**src/rtl/adcseq_pkg.sv**
```systemverilog
package adcseq_pkg;
   localparam int unsigned ADCSEQ_CODE_W     = 12;
   localparam int unsigned ADCSEQ_FRAME_BITS = 16;
   localparam int unsigned ADCSEQ_SAMP_START = 4;
   localparam int unsigned ADCSEQ_SAMP_LEN   = 12;
   localparam int unsigned ADCSEQ_CONV_CLKS  = 28;
   localparam int unsigned ADCSEQ_CH_RST_LO  = 4;
   localparam int unsigned ADCSEQ_CH_RST_HI  = 7;

   typedef struct packed {
      logic cs_fall;
      logic cs_rise;
      logic sclk_rise;
      logic sclk_fall;
   } adcseq_ev_t;
endpackage

```
**src/rtl/adcseq_edges.sv**
```systemverilog
module adcseq_edges #(
   parameter int unsigned CNT_W   = 6,
   parameter int unsigned CNT_MAX = 44
) (
   input  logic                    clk,
   input  logic                    rst_n,
   input  logic                    sclk,
   input  logic                    cs_n,
   output adcseq_pkg::adcseq_ev_t  ev,
   output logic [CNT_W-1:0]        cnt_q,
   output logic [CNT_W-1:0]        cnt_nxt
);
   localparam logic [CNT_W-1:0] K_LIM = CNT_W'(CNT_MAX);

   generate
      if (CNT_MAX >= (2 ** CNT_W)) begin : g_bad_width
         $error("adcseq_edges: CNT_W too narrow for CNT_MAX");
      end
   endgenerate

   logic sclk_q;
   logic cs_q;

   always_ff @(posedge clk or negedge rst_n) begin
      if (!rst_n) begin
         sclk_q <= 1'b0;
         cs_q   <= 1'b1;
         cnt_q  <= '0;
      end else begin
         sclk_q <= sclk;
         cs_q   <= cs_n;
         cnt_q  <= cnt_nxt;
      end
   end

   // serial-clock edges only count inside a frame (chip-select low last cycle)
   always_comb begin
      ev.cs_fall   = cs_q & ~cs_n;
      ev.cs_rise   = ~cs_q & cs_n;
      ev.sclk_rise = ~cs_q & sclk & ~sclk_q;
      ev.sclk_fall = ~cs_q & ~sclk & sclk_q;
   end

   always_comb begin
      if (ev.cs_fall)
         cnt_nxt = '0;
      else if (ev.sclk_fall && (cnt_q != K_LIM))
         cnt_nxt = cnt_q + 1'b1;
      else
         cnt_nxt = cnt_q;
   end
endmodule

```
**src/rtl/adcseq_shifter.sv**
```systemverilog
module adcseq_shifter #(
   parameter int unsigned DATA_W     = 12,
   parameter int unsigned FRAME_BITS = 16,
   parameter int unsigned CNT_W      = 6
) (
   input  logic              clk,
   input  logic              rst_n,
   input  logic              load,
   input  logic              cs_rise,
   input  logic              sclk_rise,
   input  logic [CNT_W-1:0]  cnt_q,
   input  logic [DATA_W-1:0] word,
   output logic              sdo_data,
   output logic              sdo_oe
);
   localparam int unsigned      PAD_W  = FRAME_BITS - DATA_W;
   localparam logic [CNT_W-1:0] K_LAST = CNT_W'(FRAME_BITS);

   logic [FRAME_BITS-1:0] frame_word;
   logic [FRAME_BITS-1:0] shreg;

   generate
      if (FRAME_BITS < DATA_W || FRAME_BITS < 2) begin : g_bad_frame
         $error("adcseq_shifter: frame shorter than data word");
      end
      if (PAD_W == 0) begin : g_nopad
         assign frame_word = word;
      end else begin : g_pad
         assign frame_word = {word, {PAD_W{1'b0}}};
      end
   endgenerate

   always_ff @(posedge clk or negedge rst_n) begin
      if (!rst_n) begin
         shreg  <= '0;
         sdo_oe <= 1'b0;
      end else if (load) begin
         shreg  <= frame_word;
         sdo_oe <= 1'b1;
      end else if (cs_rise) begin
         sdo_oe <= 1'b0;
      end else if (sclk_rise) begin
         if (cnt_q == K_LAST)
            sdo_oe <= 1'b0;
         else if (cnt_q != '0 && cnt_q < K_LAST)
            shreg <= {shreg[FRAME_BITS-2:0], 1'b0};
      end
   end

   assign sdo_data = shreg[FRAME_BITS-1];

   // no shifting once the enable has dropped for the frame
   p_no_shift_after_end_r3: assert property (@(posedge clk) disable iff (!rst_n)
      (!sdo_oe && !$past(load) && $past(!sdo_oe)) |-> $stable(shreg));
endmodule

```
**src/rtl/adcseq_chsel.sv**
```systemverilog
module adcseq_chsel #(
   parameter int unsigned CNT_W  = 6,
   parameter int unsigned RST_LO = 4,
   parameter int unsigned RST_HI = 7
) (
   input  logic             clk,
   input  logic             rst_n,
   input  logic             cs_rise,
   input  logic [CNT_W-1:0] frame_len,
   output logic             channel
);
   localparam logic [CNT_W-1:0] K_LO = CNT_W'(RST_LO);
   localparam logic [CNT_W-1:0] K_HI = CNT_W'(RST_HI);

   generate
      if (RST_LO > RST_HI) begin : g_bad_range
         $error("adcseq_chsel: reset range inverted");
      end
   endgenerate

   always_ff @(posedge clk or negedge rst_n) begin
      if (!rst_n)
         channel <= 1'b0;
      else if (cs_rise) begin
         if (frame_len > K_HI)
            channel <= ~channel;
         else if (frame_len >= K_LO)
            channel <= 1'b0;
      end
   end

   // channel only moves on a frame end
   p_chan_at_frame_end_r9: assert property (@(posedge clk) disable iff (!rst_n)
      !$stable(channel) |-> $past(cs_rise));
endmodule

```
**src/rtl/serial_adc_seq.sv**
```systemverilog
module serial_adc_seq #(
   parameter int unsigned CODE_W     = adcseq_pkg::ADCSEQ_CODE_W,
   parameter int unsigned FRAME_BITS = adcseq_pkg::ADCSEQ_FRAME_BITS,
   parameter int unsigned SAMP_START = adcseq_pkg::ADCSEQ_SAMP_START,
   parameter int unsigned SAMP_LEN   = adcseq_pkg::ADCSEQ_SAMP_LEN,
   parameter int unsigned CONV_CLKS  = adcseq_pkg::ADCSEQ_CONV_CLKS,
   parameter int unsigned CH_RST_LO  = adcseq_pkg::ADCSEQ_CH_RST_LO,
   parameter int unsigned CH_RST_HI  = adcseq_pkg::ADCSEQ_CH_RST_HI
) (
   input  logic              clk,
   input  logic              rst_n,
   input  logic              sclk,
   input  logic              cs_n,
   input  logic [CODE_W-1:0] conv_code,
   output logic              sdo_data,
   output logic              sdo_oe,
   output logic              sample_en,
   output logic              converting,
   output logic              power_down,
   output logic              channel,
   output logic              result_void
);
   localparam int unsigned CONV_END = FRAME_BITS + CONV_CLKS;
   localparam int unsigned CNT_W    = $clog2(CONV_END + 1);

   localparam logic [CNT_W-1:0] K_SAMP_LO = CNT_W'(SAMP_START);
   localparam logic [CNT_W-1:0] K_SAMP_HI = CNT_W'(SAMP_START + SAMP_LEN);
   localparam logic [CNT_W-1:0] K_CONV_LO = CNT_W'(FRAME_BITS);
   localparam logic [CNT_W-1:0] K_CONV_HI = CNT_W'(CONV_END);
   localparam logic [CNT_W-1:0] K_CAPTURE = CNT_W'(FRAME_BITS - 1);
   localparam logic [CNT_W-1:0] K_DONE    = CNT_W'(CONV_END - 1);

   generate
      if (SAMP_START + SAMP_LEN > FRAME_BITS) begin : g_bad_samp
         $error("serial_adc_seq: sample window overruns output frame");
      end
      if (CONV_CLKS == 0) begin : g_bad_conv
         $error("serial_adc_seq: conversion length must be nonzero");
      end
   endgenerate

   adcseq_pkg::adcseq_ev_t ev;
   logic [CNT_W-1:0]       cnt_q;
   logic [CNT_W-1:0]       cnt_nxt;
   logic [CODE_W-1:0]      held_code;
   logic [CODE_W-1:0]      result_q;
   logic [CODE_W-1:0]      out_word;
   logic                   conv_window;
   logic                   conv_done;
   logic                   conv_capture;
   logic                   conv_abort;

   adcseq_edges #(.CNT_W(CNT_W), .CNT_MAX(CONV_END)) u_edges (
      .clk(clk), .rst_n(rst_n), .sclk(sclk), .cs_n(cs_n),
      .ev(ev), .cnt_q(cnt_q), .cnt_nxt(cnt_nxt)
   );

   // completion is judged on the count including an edge in this same cycle
   assign conv_window  = (cnt_nxt >= K_CONV_LO) && (cnt_nxt < K_CONV_HI);
   assign conv_done    = ev.sclk_fall && (cnt_q == K_DONE);
   assign conv_capture = ev.sclk_fall && (cnt_q == K_CAPTURE);
   assign conv_abort   = ev.cs_rise && conv_window;
   assign out_word     = result_void ? '0 : result_q;

   always_ff @(posedge clk or negedge rst_n) begin
      if (!rst_n) begin
         sample_en   <= 1'b0;
         converting  <= 1'b0;
         power_down  <= 1'b1;
         held_code   <= '0;
         result_q    <= '0;
         result_void <= 1'b0;
      end else begin
         sample_en  <= ~cs_n && (cnt_nxt >= K_SAMP_LO) && (cnt_nxt < K_SAMP_HI);
         converting <= ~cs_n && conv_window;
         if (conv_capture)
            held_code <= conv_code;
         if (conv_done) begin
            result_q    <= held_code;
            result_void <= 1'b0;
         end else if (conv_abort) begin
            result_void <= 1'b1;
         end
         if (ev.cs_fall)
            power_down <= 1'b0;
         else if (conv_done || ev.cs_rise)
            power_down <= 1'b1;
      end
   end

   adcseq_shifter #(.DATA_W(CODE_W), .FRAME_BITS(FRAME_BITS), .CNT_W(CNT_W)) u_shift (
      .clk(clk), .rst_n(rst_n), .load(ev.cs_fall), .cs_rise(ev.cs_rise),
      .sclk_rise(ev.sclk_rise), .cnt_q(cnt_q), .word(out_word),
      .sdo_data(sdo_data), .sdo_oe(sdo_oe)
   );

   adcseq_chsel #(.CNT_W(CNT_W), .RST_LO(CH_RST_LO), .RST_HI(CH_RST_HI)) u_chsel (
      .clk(clk), .rst_n(rst_n), .cs_rise(ev.cs_rise), .frame_len(cnt_nxt),
      .channel(channel)
   );

   p_oe_idle_r3: assert property (@(posedge clk) disable iff (!rst_n)
      (cs_n && $past(cs_n)) |-> !sdo_oe);
   p_oe_rise_at_cs_r1: assert property (@(posedge clk) disable iff (!rst_n)
      $rose(sdo_oe) |-> !$past(cs_n));
   p_samp_conv_excl_r4: assert property (@(posedge clk) disable iff (!rst_n)
      !(sample_en && converting));
   p_pd_conv_excl_r8: assert property (@(posedge clk) disable iff (!rst_n)
      !(power_down && converting));
   p_void_zero_r7: assert property (@(posedge clk) disable iff (!rst_n)
      ($rose(sdo_oe) && result_void) |-> !sdo_data);
   p_conv_drop_cs_r5: assert property (@(posedge clk) disable iff (!rst_n)
      (cs_n && $past(cs_n)) |-> !converting);
endmodule

```
**config.mk**
```make
export PLATFORM = sky130hd
export DESIGN_NAME = serial_adc_seq
export DESIGN_NICKNAME = d
export VERILOG_FILES = /design/src/rtl/adcseq_pkg.sv /design/src/rtl/adcseq_edges.sv /design/src/rtl/adcseq_shifter.sv /design/src/rtl/adcseq_chsel.sv /design/src/rtl/serial_adc_seq.sv
export SDC_FILE = /design/constraint.sdc
export NUM_CORES = 1
export LEC_CHECK = 0
export BUFFER_PORTS_ARGS = -buffer_cell sky130_fd_sc_hd__buf_4
export CAP_MARGIN = 20
export CORE_ASPECT_RATIO = 1.25
export CORE_MARGIN = 2
export CORE_UTILIZATION = 45
export CTS_CLUSTER_DIAMETER = 100
export DETAILED_ROUTE_END_ITERATION = 10
export GPL_TIMING_DRIVEN = 0
export MAX_ROUTING_LAYER = met4
export PLACE_DENSITY = 0.76
export SLEW_MARGIN = 20
export SYNTH_ARGS = -nofsm -noshare
export SYNTH_HDL_FRONTEND = slang
export SYNTH_SLANG_ARGS = --single-unit
```
**constraint.sdc**
```tcl
create_clock -name clk -period 2.41 [get_ports clk]
set_input_delay 0.482 -clock clk [delete_from_list [all_inputs] [get_ports clk]]
set_output_delay 0.482 -clock clk [all_outputs]
set_load 0.01 [all_outputs]
```
==> impl_metrics.tcl <==
set metrics [dict create \
    worst_pin_slew_ns 0.6131 \
    clk-insertion-delay-late_ns 0.31 \
    endpoint_kind "flop" \
    pin_count 23 \
    diodes 0 \
    vias_per_cell 5.459 \
    cts_sinks 50 \
    core.rowCount 28 \
    hold_viol 0 \
    post_dp_cell_area_mm2 0.002505 \
    cts_tree "yes" \
    stdcell_area_mm2 0.002609 \
    post_route_cells_drive_above_1_share_pct 30.17 \
    first_iter_violations 85 \
    die_w_um 67.45 \
    syn_area_per_cell_um2 11.21 \
    p_per_area_mw_per_mm2 609.3 \
    p_clk_share_pct 30.3 \
    pwr-share-seq_pct 58.6 \
    hpwl_mm 3.112 \
    gp_congestion 0.8748 \
    p_sw_uw 408.7 \
    core_mm2 0.004800 \
    peakVddDrop_uv 434.5 \
    h-tree-depth 2 \
    critPathRequiredTime_ns 2.61 \
    first_global_vias 1573 \
    synth_seq_cells 50 \
    clock.fmax_mhz 448.0 \
    status "completed" \
    path_clk_slew_ns 0.09 \
    fin_crit_ns 2.232 \
    ys_async_sr_fraction_pct 100.0 \
    cp-start-kind "flop" \
    crit_type "flop to flop" \
    finClkSkew_ns 0.01190 \
    p_comb_share_pct 11.1 \
    grt_max_degree 51 \
    period_share_pct 92.61 \
    crit_arrival_ns 2.43 \
    power.internal_uw 1181 \
    setup_violations 0 \
    synthDistinctLibCells 41 \
    port_buffers 22 \
    wire_per_inst_um 14.80 \
    grt_pass1_wl_mm 7.327 \
    p_sw_share_pct 25.71 \
    leakagePower_uw 0.001252 \
    grt_usage_pct 17.67 \
    grt-ovfl-total 0 \
    cts_buffers 5 \
    yosysWarnings 0 \
    synth_area_mm2 0.002265 \
    hold_class "input pin to asynchronous set/reset pin" \
    drv_slew 0 \
    drt-total-wl_mm 4.321 \
    cts_root_buf "clkbuf_8" \
    drcViolationCount 0 \
    vias 1594 \
    fp.dieArea_mm2 0.005620 \
    syn2layout_area_growth_pct 15.19 \
    die_y_um 83.32 \
    reg2reg_depth 5 \
    rsz0062_at_grt "false" \
    maxCapViolCount 0 \
    synth-edff-count 0 \
    ant_nets 0 \
    antenna_found_initial 0 \
    path_max_fanout 10 \
    syn_nets 220 \
    ys.flop_type "dfrtp_1" \
    finalNetCount 249 \
    first_pass_iters 4 \
    setup_tns_ns 0 \
    ys_seq_area_share_pct 55.36 \
    synthCells 202 \
    initial_core_util_pct 47.18 \
    cts_buffer_depth 2 \
    max_slew_margin_pct 59.13 \
]
[routing by layer]
metal / wire (um) / track usage (%) / up-vias
met2: 2276 / 28.17 / 28
li1: - / - / 775
met4: 74 / 7.050 / 0
met3: 134 / 3.794 / 8
met1: 1836 / 21.51 / 783
met5: 0 / - / -
[cell usage after synthesis, types with 2 or more instances]
master	instances	area share, %
nand2_1	8	1.3
dfstp_2	2	2.3
a31oi_1	4	1.1
inv_1	9	1.5
nor3_1	3	0.66
buf_2	4	0.88
ha_1	2	1.1
a211o_1	2	0.77
clkbuf_1	6	0.99
dfrtp_1	48	53
nor2_1	17	2.8
a21oi_1	26	5.7
o21ai_0	3	0.66
and3_1	10	2.8
nor4_1	2	0.55
nand3_1	6	1.3
mux2_2	24	12
nor3b_1	3	0.99
[through the flow]
step	std cells	power (uW)	hold slack [ns]	utilization (%)	setup WS, ns
2_1_floorplan	202	1044	0.1864	-	0.4201
3_5_place_dp	284	1129	0.4832	52.19	0.001549
6_report	292	1589	0.1680	54.35	0.1781
3_3_place_gp	284	1119	0.4623	52.19	-0.05952
5_1_grt	292	1673	0.2209	54.35	0.03543
4_1_cts	292	1610	0.1923	53.99	0.01675
[power groups by stage]
| stage | Clock (uW) | Combinational, uW | Sequential [uW] |
|---|---|---|---|
| after floorplan | 0 | 101 | 942 |
| after global placement | 0 | 172 | 947 |
| after detailed placement | 0 | 179 | 950 |
| after CTS | 498 | 179 | 933 |
| after global routing | 530 | 202 | 941 |
| final | 481 | 176 | 932 |
[critical path, stage by stage, from the launching register on]
cell and delay [ns]:
dfrtp_1 0.43, ha_1 0.25, nand4bb_1 0.27, nor4_4 0.49, buf_2 0.34, mux2_2 0.36
[registers in the layout (all words and copies together) (netlist names)]
signal,count
converting,1
held_code,12
power_down,1
result_q,12
result_void,1
sample_en,1
u_chsel.channel,1
u_edges.cnt_q,6
u_edges.cs_q,1
u_edges.sclk_q,1
u_shift.sdo_oe,1
u_shift.shreg,12
[layout make-up]
cell class | count | area (um2)
plain buffers | 10 | 42.54
clock buffers | 6 | 72.57
clock inverters | 2 | 13.76
fillers | 421 | 2191
inverters | 9 | 33.78
multi-input cells | 133 | 952.2
flip-flops and latches | 50 | 1254
well taps | 60 | 75.07
repair buffers | 22 | 165.2
[worst paths after layout]
kind | endpoint | slack [ns] | from
max in group asynchronous | u_edges.cnt_q[1] | 1.81 | rst_n
setup reg to reg | result_q[6] | 0.18 | u_edges.cnt_q[1]
hold / removal | u_shift.shreg[11] | 0.17 | rst_n
min in group clk | u_edges.cs_q | 0.30 | cs_n
setup / recovery | result_q[6] | 0.18 | u_edges.cnt_q[1]
hold reg to reg | held_code[10] | 0.51 | held_code[10]
[kinds of logic (layout without fill, tap and decap cells)]
| logic type | after synthesis | count (layout) | share of synthesized area (%) |
|---|---|---|---|
| muxes | 25 | 25 | 12.38 |
| adders and majority gates | 2 | 2 | 1.105 |
| AOI/OAI and AO/OA | 41 | 41 | 10.94 |
| DFF | 50 | 50 | 55.36 |
| xor gates and xnor gates | 1 | 1 | 0.3868 |
| buffers and inverters | 19 | 49 | 3.370 |
| and+or+nand+nor | 64 | 64 | 16.46 |
[cell usage in the layout, fill, tap and decap left out, types with 2 or more instances in the layout]
master    count
dfrtp_1      48
a21oi_1      25
mux2_2       24
buf_4        22
nor2_1       17
and3_1       10
inv_1         9
nand2_1       8
clkbuf_1      7
nand3_1       6
clkbuf_8      5
a31oi_1       4
buf_2         4
nor3b_1       3
o21ai_0       3
a211o_1       2
nor3_1        2
nor4_1        2
ha_1          2
dfstp_2       2
[what timing repair did]
| item | CTS | global route |
|---|---|---|
| gates resized for setup | 0 | 3 |
| buffers inserted | 0 | 0 |
| hold buffers | 0 | 0 |
| setup endpoints to repair | 0 | 14 |
(Power assumes the default switching activity.)
